[src/rtl/irq_distributor.sv]
module irq_distributor #(
  parameter int NCPU = 4,
  parameter int NIRQ = 64,
  parameter int AW   = 10
) (
  input  logic                   clk,
  input  logic                   rst_n,
  input  logic                   bus_wr,
  input  logic                   bus_rd,
  input  logic [3:0]             bus_cpu,
  input  logic [AW-1:0]          bus_addr,
  input  logic [31:0]            bus_wdata,
  output logic [31:0]            bus_rdata,
  input  logic [NIRQ-33:0]       spi_in,
  input  logic [NCPU*16-1:0]     ppi_in,
  output logic [NCPU*NIRQ-1:0]   cpu_irq
);
  localparam int NW   = NIRQ / 32;
  localparam int NLIM = (NIRQ > 510) ? 510 : NIRQ;
  localparam int NS   = NLIM - 32;
  localparam int CTL = 0, TYP = 1, ENS = 64, ENC = 96, PCL = 160, TRG = 192, TGT = 512, SGI = 960;

  logic            ctl_en;
  logic [NS-1:0]   en_s, trg_s, lat_s, spi_q, ps;
  logic [NCPU-1:0] tgt_s [NS];
  logic [15:0]     trg_p;
  logic [31:0]     en_p [NCPU];
  logic [31:0]     lat_p [NCPU];
  logic [31:0]     lat_n [NCPU];
  logic [31:0]     pp [NCPU];
  logic [15:0]     ppi_q [NCPU];
  logic [31:0]     rv;

  wire wr_sgi = bus_wr && bus_addr == AW'(SGI);

  assign ps = (trg_s & lat_s) | (~trg_s & spi_in[NS-1:0]);

  always_comb begin
    for (int c = 0; c < NCPU; c++) begin
      lat_n[c] = lat_p[c];
      if (bus_wr && bus_cpu == 4'(c) && bus_addr == AW'(PCL)) lat_n[c] = lat_n[c] & ~bus_wdata;
      if (wr_sgi && bus_wdata[8+c]) lat_n[c][bus_wdata[3:0]] = 1'b1;
      for (int j = 0; j < 16; j++)
        if (trg_p[j] && ppi_in[c*16+j] && !ppi_q[c][j]) lat_n[c][16+j] = 1'b1;
      pp[c] = lat_p[c];
      for (int j = 0; j < 16; j++)
        if (!trg_p[j]) pp[c][16+j] = ppi_in[c*16+j];
    end
  end

  always_ff @(posedge clk) begin
    if (!rst_n) begin
      ctl_en <= 1'b0;
      en_s   <= '0;
      trg_s  <= '0;
      lat_s  <= '0;
      spi_q  <= '0;
      trg_p  <= '0;
      for (int k = 0; k < NS; k++) tgt_s[k] <= '0;
      for (int c = 0; c < NCPU; c++) begin
        en_p[c]  <= '0;
        lat_p[c] <= '0;
        ppi_q[c] <= '0;
      end
    end else begin
      spi_q <= spi_in[NS-1:0];
      if (bus_wr && bus_addr == AW'(CTL)) ctl_en <= bus_wdata[0];
      if (bus_wr && bus_addr == AW'(TRG)) trg_p <= bus_wdata[31:16];
      for (int k = 0; k < NS; k++) begin
        if (bus_wr && bus_addr == AW'(ENS + (k+32)/32) && bus_wdata[(k+32)%32]) en_s[k] <= 1'b1;
        if (bus_wr && bus_addr == AW'(ENC + (k+32)/32) && bus_wdata[(k+32)%32]) en_s[k] <= 1'b0;
        if (bus_wr && bus_addr == AW'(TRG + (k+32)/32)) trg_s[k] <= bus_wdata[(k+32)%32];
        if (bus_wr && bus_addr == AW'(TGT + (k+32)/2)) tgt_s[k] <= bus_wdata[((k+32)%2)*16 +: NCPU];
        if (bus_wr && bus_addr == AW'(PCL + (k+32)/32) && bus_wdata[(k+32)%32]) lat_s[k] <= 1'b0;
        if (trg_s[k] && spi_in[k] && !spi_q[k]) lat_s[k] <= 1'b1;
      end
      for (int c = 0; c < NCPU; c++) begin
        ppi_q[c] <= ppi_in[c*16 +: 16];
        lat_p[c] <= lat_n[c];
        if (bus_wr && bus_cpu == 4'(c)) begin
          if (bus_addr == AW'(ENS)) en_p[c] <= en_p[c] | bus_wdata;
          else if (bus_addr == AW'(ENC)) en_p[c] <= en_p[c] & ~bus_wdata;
        end
      end
    end
  end

  genvar gc, gi;
  generate
    for (gc = 0; gc < NCPU; gc++) begin : g_cpu
      for (gi = 0; gi < NIRQ; gi++) begin : g_id
        if (gi < 32) begin : g_priv
          assign cpu_irq[gc*NIRQ+gi] = ctl_en & en_p[gc][gi] & pp[gc][gi];
        end else if (gi < NLIM) begin : g_shr
          assign cpu_irq[gc*NIRQ+gi] = ctl_en & en_s[gi-32] & ps[gi-32] & tgt_s[gi-32][gc];
        end else begin : g_none
          assign cpu_irq[gc*NIRQ+gi] = 1'b0;
        end
      end
    end
  endgenerate

  always_comb begin
    rv = '0;
    if (bus_addr == AW'(CTL)) rv[0] = ctl_en;
    if (bus_addr == AW'(TYP)) rv[4:0] = 5'(NW - 1);
    if (bus_addr == AW'(TRG)) rv = {trg_p, 16'hFFFF};
    if (bus_addr >= AW'(TGT) && bus_addr < AW'(TGT + 16)) rv = {2{16'd1 << bus_cpu}};
    for (int c = 0; c < NCPU; c++)
      if (bus_cpu == 4'(c)) begin
        if (bus_addr == AW'(ENS) || bus_addr == AW'(ENC)) rv = en_p[c];
        if (bus_addr == AW'(PCL)) rv = pp[c];
      end
    for (int k = 0; k < NS; k++) begin
      if (bus_addr == AW'(ENS + (k+32)/32) || bus_addr == AW'(ENC + (k+32)/32)) rv[(k+32)%32] = en_s[k];
      if (bus_addr == AW'(PCL + (k+32)/32)) rv[(k+32)%32] = ps[k];
      if (bus_addr == AW'(TRG + (k+32)/32)) rv[(k+32)%32] = trg_s[k];
      if (bus_addr == AW'(TGT + (k+32)/2)) rv[((k+32)%2)*16 +: NCPU] = tgt_s[k];
    end
  end

  always_ff @(posedge clk) begin
    if (!rst_n) bus_rdata <= '0;
    else if (bus_rd) bus_rdata <= rv;
  end


  gate_off_chk: assert property (@(posedge clk) disable iff (!rst_n)
    !ctl_en |-> cpu_irq == '0);

  sgi_set_chk: assert property (@(posedge clk) disable iff (!rst_n)
    wr_sgi && bus_wdata[8] |=> lat_p[0][$past(bus_wdata[3:0])]);

  en_set_chk: assert property (@(posedge clk) disable iff (!rst_n)
    bus_wr && bus_addr == AW'(ENS + 1) && bus_wdata[0] |=> en_s[0]);

  en_clr_chk: assert property (@(posedge clk) disable iff (!rst_n)
    bus_wr && bus_addr == AW'(ENC + 1) && bus_wdata[0] |=> !en_s[0]);

  en_zero_chk: assert property (@(posedge clk) disable iff (!rst_n)
    bus_wr && bus_addr == AW'(ENC + 1) && !bus_wdata[0] |=> en_s[0] == $past(en_s[0]));

  edge_hold_chk: assert property (@(posedge clk) disable iff (!rst_n)
    trg_s[0] && lat_s[0] && !(bus_wr && bus_addr == AW'(PCL + 1) && bus_wdata[0]) |=> lat_s[0]);
endmodule

[config.mk]
export PLATFORM = sky130hd
export DESIGN_NAME = irq_distributor
export DESIGN_NICKNAME = d
export VERILOG_FILES = /design/src/rtl/irq_distributor.sv
export SDC_FILE = /design/constraint.sdc
export NUM_CORES = 2
export LEC_CHECK = 0
export BUFFER_PORTS_ARGS = -buffer_cell sky130_fd_sc_hd__buf_2
export CAP_MARGIN = 20
export CORE_MARGIN = 1
export CORE_UTILIZATION = 40
export CTS_BUF_LIST = sky130_fd_sc_hd__clkbuf_4 sky130_fd_sc_hd__clkbuf_8
export CTS_CLUSTER_SIZE = 28
export DETAILED_ROUTE_END_ITERATION = 7
export GPL_ROUTABILITY_DRIVEN = 0
export PLACE_DENSITY_LB_ADDON = 0.1
export SYNTH_ARGS = -nofsm -noshare
export SYNTH_HDL_FRONTEND = slang
export SYNTH_SLANG_ARGS = --single-unit
export TNS_END_PERCENT = 5
[constraint.sdc]
create_clock -name clk -period 9.1 [get_ports clk]
set_clock_uncertainty 0.05 [all_clocks]
set_input_delay 0.91 -clock clk [delete_from_list [all_inputs] [get_ports clk]]
set_output_delay 0.91 -clock clk [all_outputs]
set_load 0.02 [all_outputs]
## Word-level counts from Yosys, hierarchy flattened

Memory sizes are Yosys's and may differ from the RTL's.
Index checks and enable logic that the tools add are counted.

- $lt $le $gt $ge: 4
- Eq/ne operators: 29
- Shift-type cells: 1
- Muxes and demuxes: 471
- Bitwise logic cells: 518
- Reduce and logical (&&, ||, !) cells: 489

Operators with widths:

| cell | count |
|---|---|
| 2-to-1 mux 32 bit | 34 |
| AND 1 bit | 448 |
| 2-to-1 mux 1 bit | 368 |
| logical AND 1 bit | 325 |
| AND 32 bit | 10 |
| 2-to-1 mux 4 bit | 64 |
| == test 10 bit (second input constant) | 17 |
| OR 32 bit | 5 |
| OR 32 x 16 -> 32 bit | 4 |
| zero test 1 bit | 96 |
| 2-to-1 mux 16 bit | 4 |
| inverter 32 bit | 2 |
| nonzero test 2 bit | 32 |
| OR reduction 2 bit | 32 |
| OR 1 bit | 48 |
| == test 10 x 7 -> 1 bit (second input constant) | 4 |
| == test 10 x 8 -> 1 bit (second input constant) | 4 |
| << shifter 1 x 4 -> 16 bit (first input constant) | 1 |
| == test 10 x 1 -> 1 bit (second input constant) | 1 |
| >= comparator 10 bit (second input constant) | 1 |
| zero test 10 bit | 1 |
| < comparator 10 bit (second input constant) | 1 |
| == test 4 x 2 -> 1 bit (second input constant) | 2 |
| < comparator 4 x 6 -> 1 bit (second input constant) | 1 |
| other kinds (6) | 7 |

- Bits in registers: 177
- Memory bits (writable): 448
- Bits of input ports: 146
- Output and inout bits: 288
- Logic and storage cells: 1585
- Memories: 4

Memory list:

| name | words | bits a word | rd ports | clocked after Yosys merged registers in | wr ports | line | text |
|---|---|---|---|---|---|---|---|
| en_p | 4 | 32 | 4 | 0 | 4 | 27 | `logic [31:0] en_p [NCPU];` |
| lat_p | 4 | 32 | 4 | 0 | 4 | 28 | `logic [31:0] lat_p [NCPU];` |
| tgt_s | 32 | 4 | 32 | 0 | 32 | 25 | `logic [NCPU-1:0] tgt_s [NS];` |
| ppi_q | 4 | 16 | 4 | 0 | 4 | 31 | `logic [15:0] ppi_q [NCPU];` |

## Logic depth before layout (Yosys ltp)

- Word-level depth: 42
- Gate-level depth with buffers: 11

## Worst setup path before layout

OpenSTA, ideal clock, no wires.

- Path kind: input to register
- From: input bus_addr[1]
- To: memory en_p[3][0], enable pin
- Arrival: 4.530 ns
- Slack: 4.050 ns
- Stages on the path: 6
- Path buffers: 3
- Cells stage by stage: clkbuf_1 > nor4_2 > nand3_1 > clkbuf_1 > clkbuf_1 > o31ai_1

RTL lines:

| item | line | text |
|---|---|---|
| from (decl) | 11 | `input logic [AW-1:0] bus_addr,` |
| to (decl) | 27 |  |

## Final worst setup path

- From: register ctl_en
- To: output cpu_irq[167]

- Word-level cells in the longest chain between the ends: 3

Ends and longest elaborated chain:

| item | line | text |
|---|---|---|
| from (decl) | 23 | `logic ctl_en;` |
| from (signal assigned) | 67 | `if (bus_wr && bus_addr == AW'(CTL)) ctl_en <= bus_wdata[0];` |
| AND 1 bit (3 in series) | 95 | `assign cpu_irq[gc*NIRQ+gi] = ctl_en & en_s[gi-32] & ps[gi-32] & tgt_s[gi-32][gc];` |
| to (decl) | 16 | `output logic [NCPU*NIRQ-1:0] cpu_irq` |

No other way between the ends.

==> results.json <==
{
  "ir_drop_mv": 0.1123,
  "p_switching_mw": 1.630,
  "worstPathRequired_ns": 8.14,
  "drc_errors": 0,
  "crit_buf_inv": 2,
  "core-area_um2": 79000,
  "period_share_pct": 49.88,
  "p_per_area_nw_per_um2": 169.6,
  "setup_tns_ns": 0,
  "cts_resized": 0,
  "synth.area.top_cells": "edfxtp_1 24%, dfxtp_1 23%, nand2_1 6.5%, nor2_1 6.4%, a21oi_1 5.4%",
  "synth_ff_type": "dfxtp_1",
  "synthArstFlopShare_pct": 0,
  "fillers": 7918,
  "dp_hpwl_um": 96830,
  "yosysSeqAreaShare_pct": 47.17,
  "worstSetupPathType": "register to output port",
  "postCtsSetupRepairBufs": 0,
  "cts-root-buf": "clkbuf_8",
  "fin_crit_ns": 4.539,
  "io_pins": 434,
  "avgViaCountPerCell": 6.046,
  "first_global_vias": 29050,
  "drive_gt1_share_pct": 19.92,
  "p_int_mw": 4.704,
  "areaGrowthSynthToFinish_pct": 16.88,
  "yosys_register_bits": 625,
  "critPathCaptureType": "output port",
  "p_total_mw": 6.334,
  "busiest_layer": "met2",
  "swShare_pct": 25.74,
  "yosys_warnings": 0,
  "cts_max_level": 3,
  "die_width_um": 284.7,
  "synth_area_um2": 31960,
  "port_buffers": 433,
  "met2_usage_pct": 53.16,
  "maxSlewViolCount": 0,
  "final_area_um2": 37350,
  "cts_buffers": 109,
  "hold_class": "input port to register",
  "grt_max_degree": 147,
  "gr-total-overflow": 0,
  "hold_violations": 0,
  "path_clk_slew_ns": 0.06,
  "drtAntennaViolNets": 0,
  "final_cells": 5222,
  "vias": 31573,
  "setup_slack_ns": 4.561,
  "timing.fmax_mhz": 220.3,
  "slew_headroom_pct": 27.55,
  "reg2reg_slack_ns": 5.36,
  "grtUsageMet3_pct": 6.533,
  "run_status": "finished clean",
  "cts_tree": "built",
  "crit_path_cell_trace": "buf_4 -> nand2_1 -> a21oi_1 -> and2_1 -> buf_2",
  "rows": 103,
  "clk_path_buf_depth": 3,
  "dieHeight_um": 284.7,
  "pwr-share-seq_pct": 48.3,
  "worstPathArrival_ns": 3.58,
  "nets": 4209,
  "worst_path_largest_cell_delay_ns": 0.90,
  "synth.avg_cell_area_um2": 8.472,
  "path_max_fanout": 89,
  "holdBufCountCts": 0,
  "synth_edf_count": 256,
  "dieArea_um2": 81030,
  "first_iter_violations": 4027,
  "grt_util_all_layers_pct": 34.13,
  "antenna_found_initial": 27,
  "use_met1_pct": 45.91,
  "layout_commonest_cell": "nand2_1",
  "leakagePower_nw": 14.63,
  "utilization_pct": 47.28,
  "cts.sinks": 625,
  "p_comb_share_pct": 6.8,
  "critPathTopFamily": "buffers and inverters",
  "drt-pass1-iter-count": 8,
  "cap_viol_max_count": 0,
  "finalSetupViolCount": 0,
  "synth.distinct_cells": 78,
  "place_inst": 5000,
  "start_util_pct": 40.45,
  "synthCells": 3772,
  "cpMaxStageDelayCell": "buf_4",
  "clock_power_share_pct": 45.0,
  "final_cell_mix": "550 x nand2_1, 540 x nor2_1, 433 x buf_2",
  "rsz0062_at_grt": "false",
  "routed_wl_um": 143100,
  "yosysTopAreaCellShare_pct": 24.05,
  "wl_per_cell_um": 27.40,
  "synth_nets": 3918,
  "yosysTopAreaCell": "edfxtp_1",
  "clk_latency_ns": 0.76,
  "place_ws_ns": 4.126,
  "place_area_um2": 34910,
  "hold_ws_ns": 0.3385,
  "tightest_slew_ns": 1.087,
  "grt_pass1_wl_um": 204600,
  "startpoint_type": "register"
}
[power by group through the flow]
stage	sequential, mW	clock [mW]	combinational, mW
after floorplan	3.10	0	0.224
after global placement	3.11	0	0.417
after detailed placement	3.11	0	0.419
after CTS	3.05	2.87	0.419
after global routing	3.06	2.99	0.451
final	3.06	2.85	0.428
[state kept, by name, indices dropped and copies added (netlist names)]
signal,cells
en_s,32
tgt_s,128
ctl_en,1
trg_s,32
spi_q,32
en_p,128
ppi_q,64
lat_s,32
trg_p,16
bus_rdata,32
lat_p,128
[worst reg2reg max path, delay by kind of cell (launching register included)]
| kind | cells | cell delay [ns] |
|---|---|---|
| AOI/OAI and AO/OA | 6 | 1.85 |
| buffers and inverters | 1 | 0.92 |
| DFF | 1 | 0.85 |
[path summary, 6_finish.rpt]
| path | start | cells past startpoint | endpoint |
|---|---|---|---|
| setup / recovery | ctl_en | 5 | cpu_irq[167] |
| hold reg to reg | lat_p[1][24] | 2 | lat_p[1][24] |
| setup reg to reg | ctl_en | 7 | bus_rdata[0] |
| hold / removal | ppi_in[24] | 2 | ppi_q[1][8] |
[cells in the mapped netlist, types with 8 or more instances]
library cell and n:
o22ai_1 63, inv_1 21, a211oi_1 154, a31oi_1 11, a22oi_1 120, o21ai_0 124, nor3_1 34, a22o_1 16
and2_1 231, buf_1 26, a32oi_1 9, dfxtp_1 369, and3_1 138, edfxtp_1 256, buf_2 37, nand2_1 551
mux2_2 79, nor2b_1 15, nand2b_1 35, nand3_1 57, nand4_1 13, nor2_1 547, o31ai_1 8, a311oi_1 33
a21oi_1 348, o211ai_1 9, clkbuf_1 270, a221oi_1 19, mux2i_1 28
[layout make-up]
cell class	instances	area (um^2)	share of cell area, %
well taps	1050	1314	3.517
clock inverters	35	309.0	0.8274
clock buffers	170	2064	5.527
repair buffers	515	2819	7.547
diodes	15	37.54	0.1005
flip-flops and latches	625	15080	40.37
inverters	22	90.09	0.2412
multi-input cells	2790	15640	41.87
[per-layer routing]
metal,up-vias,share of wire (%)
li1,14101,-
met5,-,0.051
met4,14,4.4
met3,316,9.9
met1,15328,40
met2,1814,45
[logic make-up (layout without fill, tap and decap cells)]
group	after synthesis	in the layout	share of synthesized area [%]
compound gates	1008	1008	20.43
buf+inv	357	742	4.354
flops	625	625	47.17
mux	111	111	3.943
other cells	0	15	0
simple gates	1671	1671	24.11
Note: power is estimated with default switching activity, not from simulation.
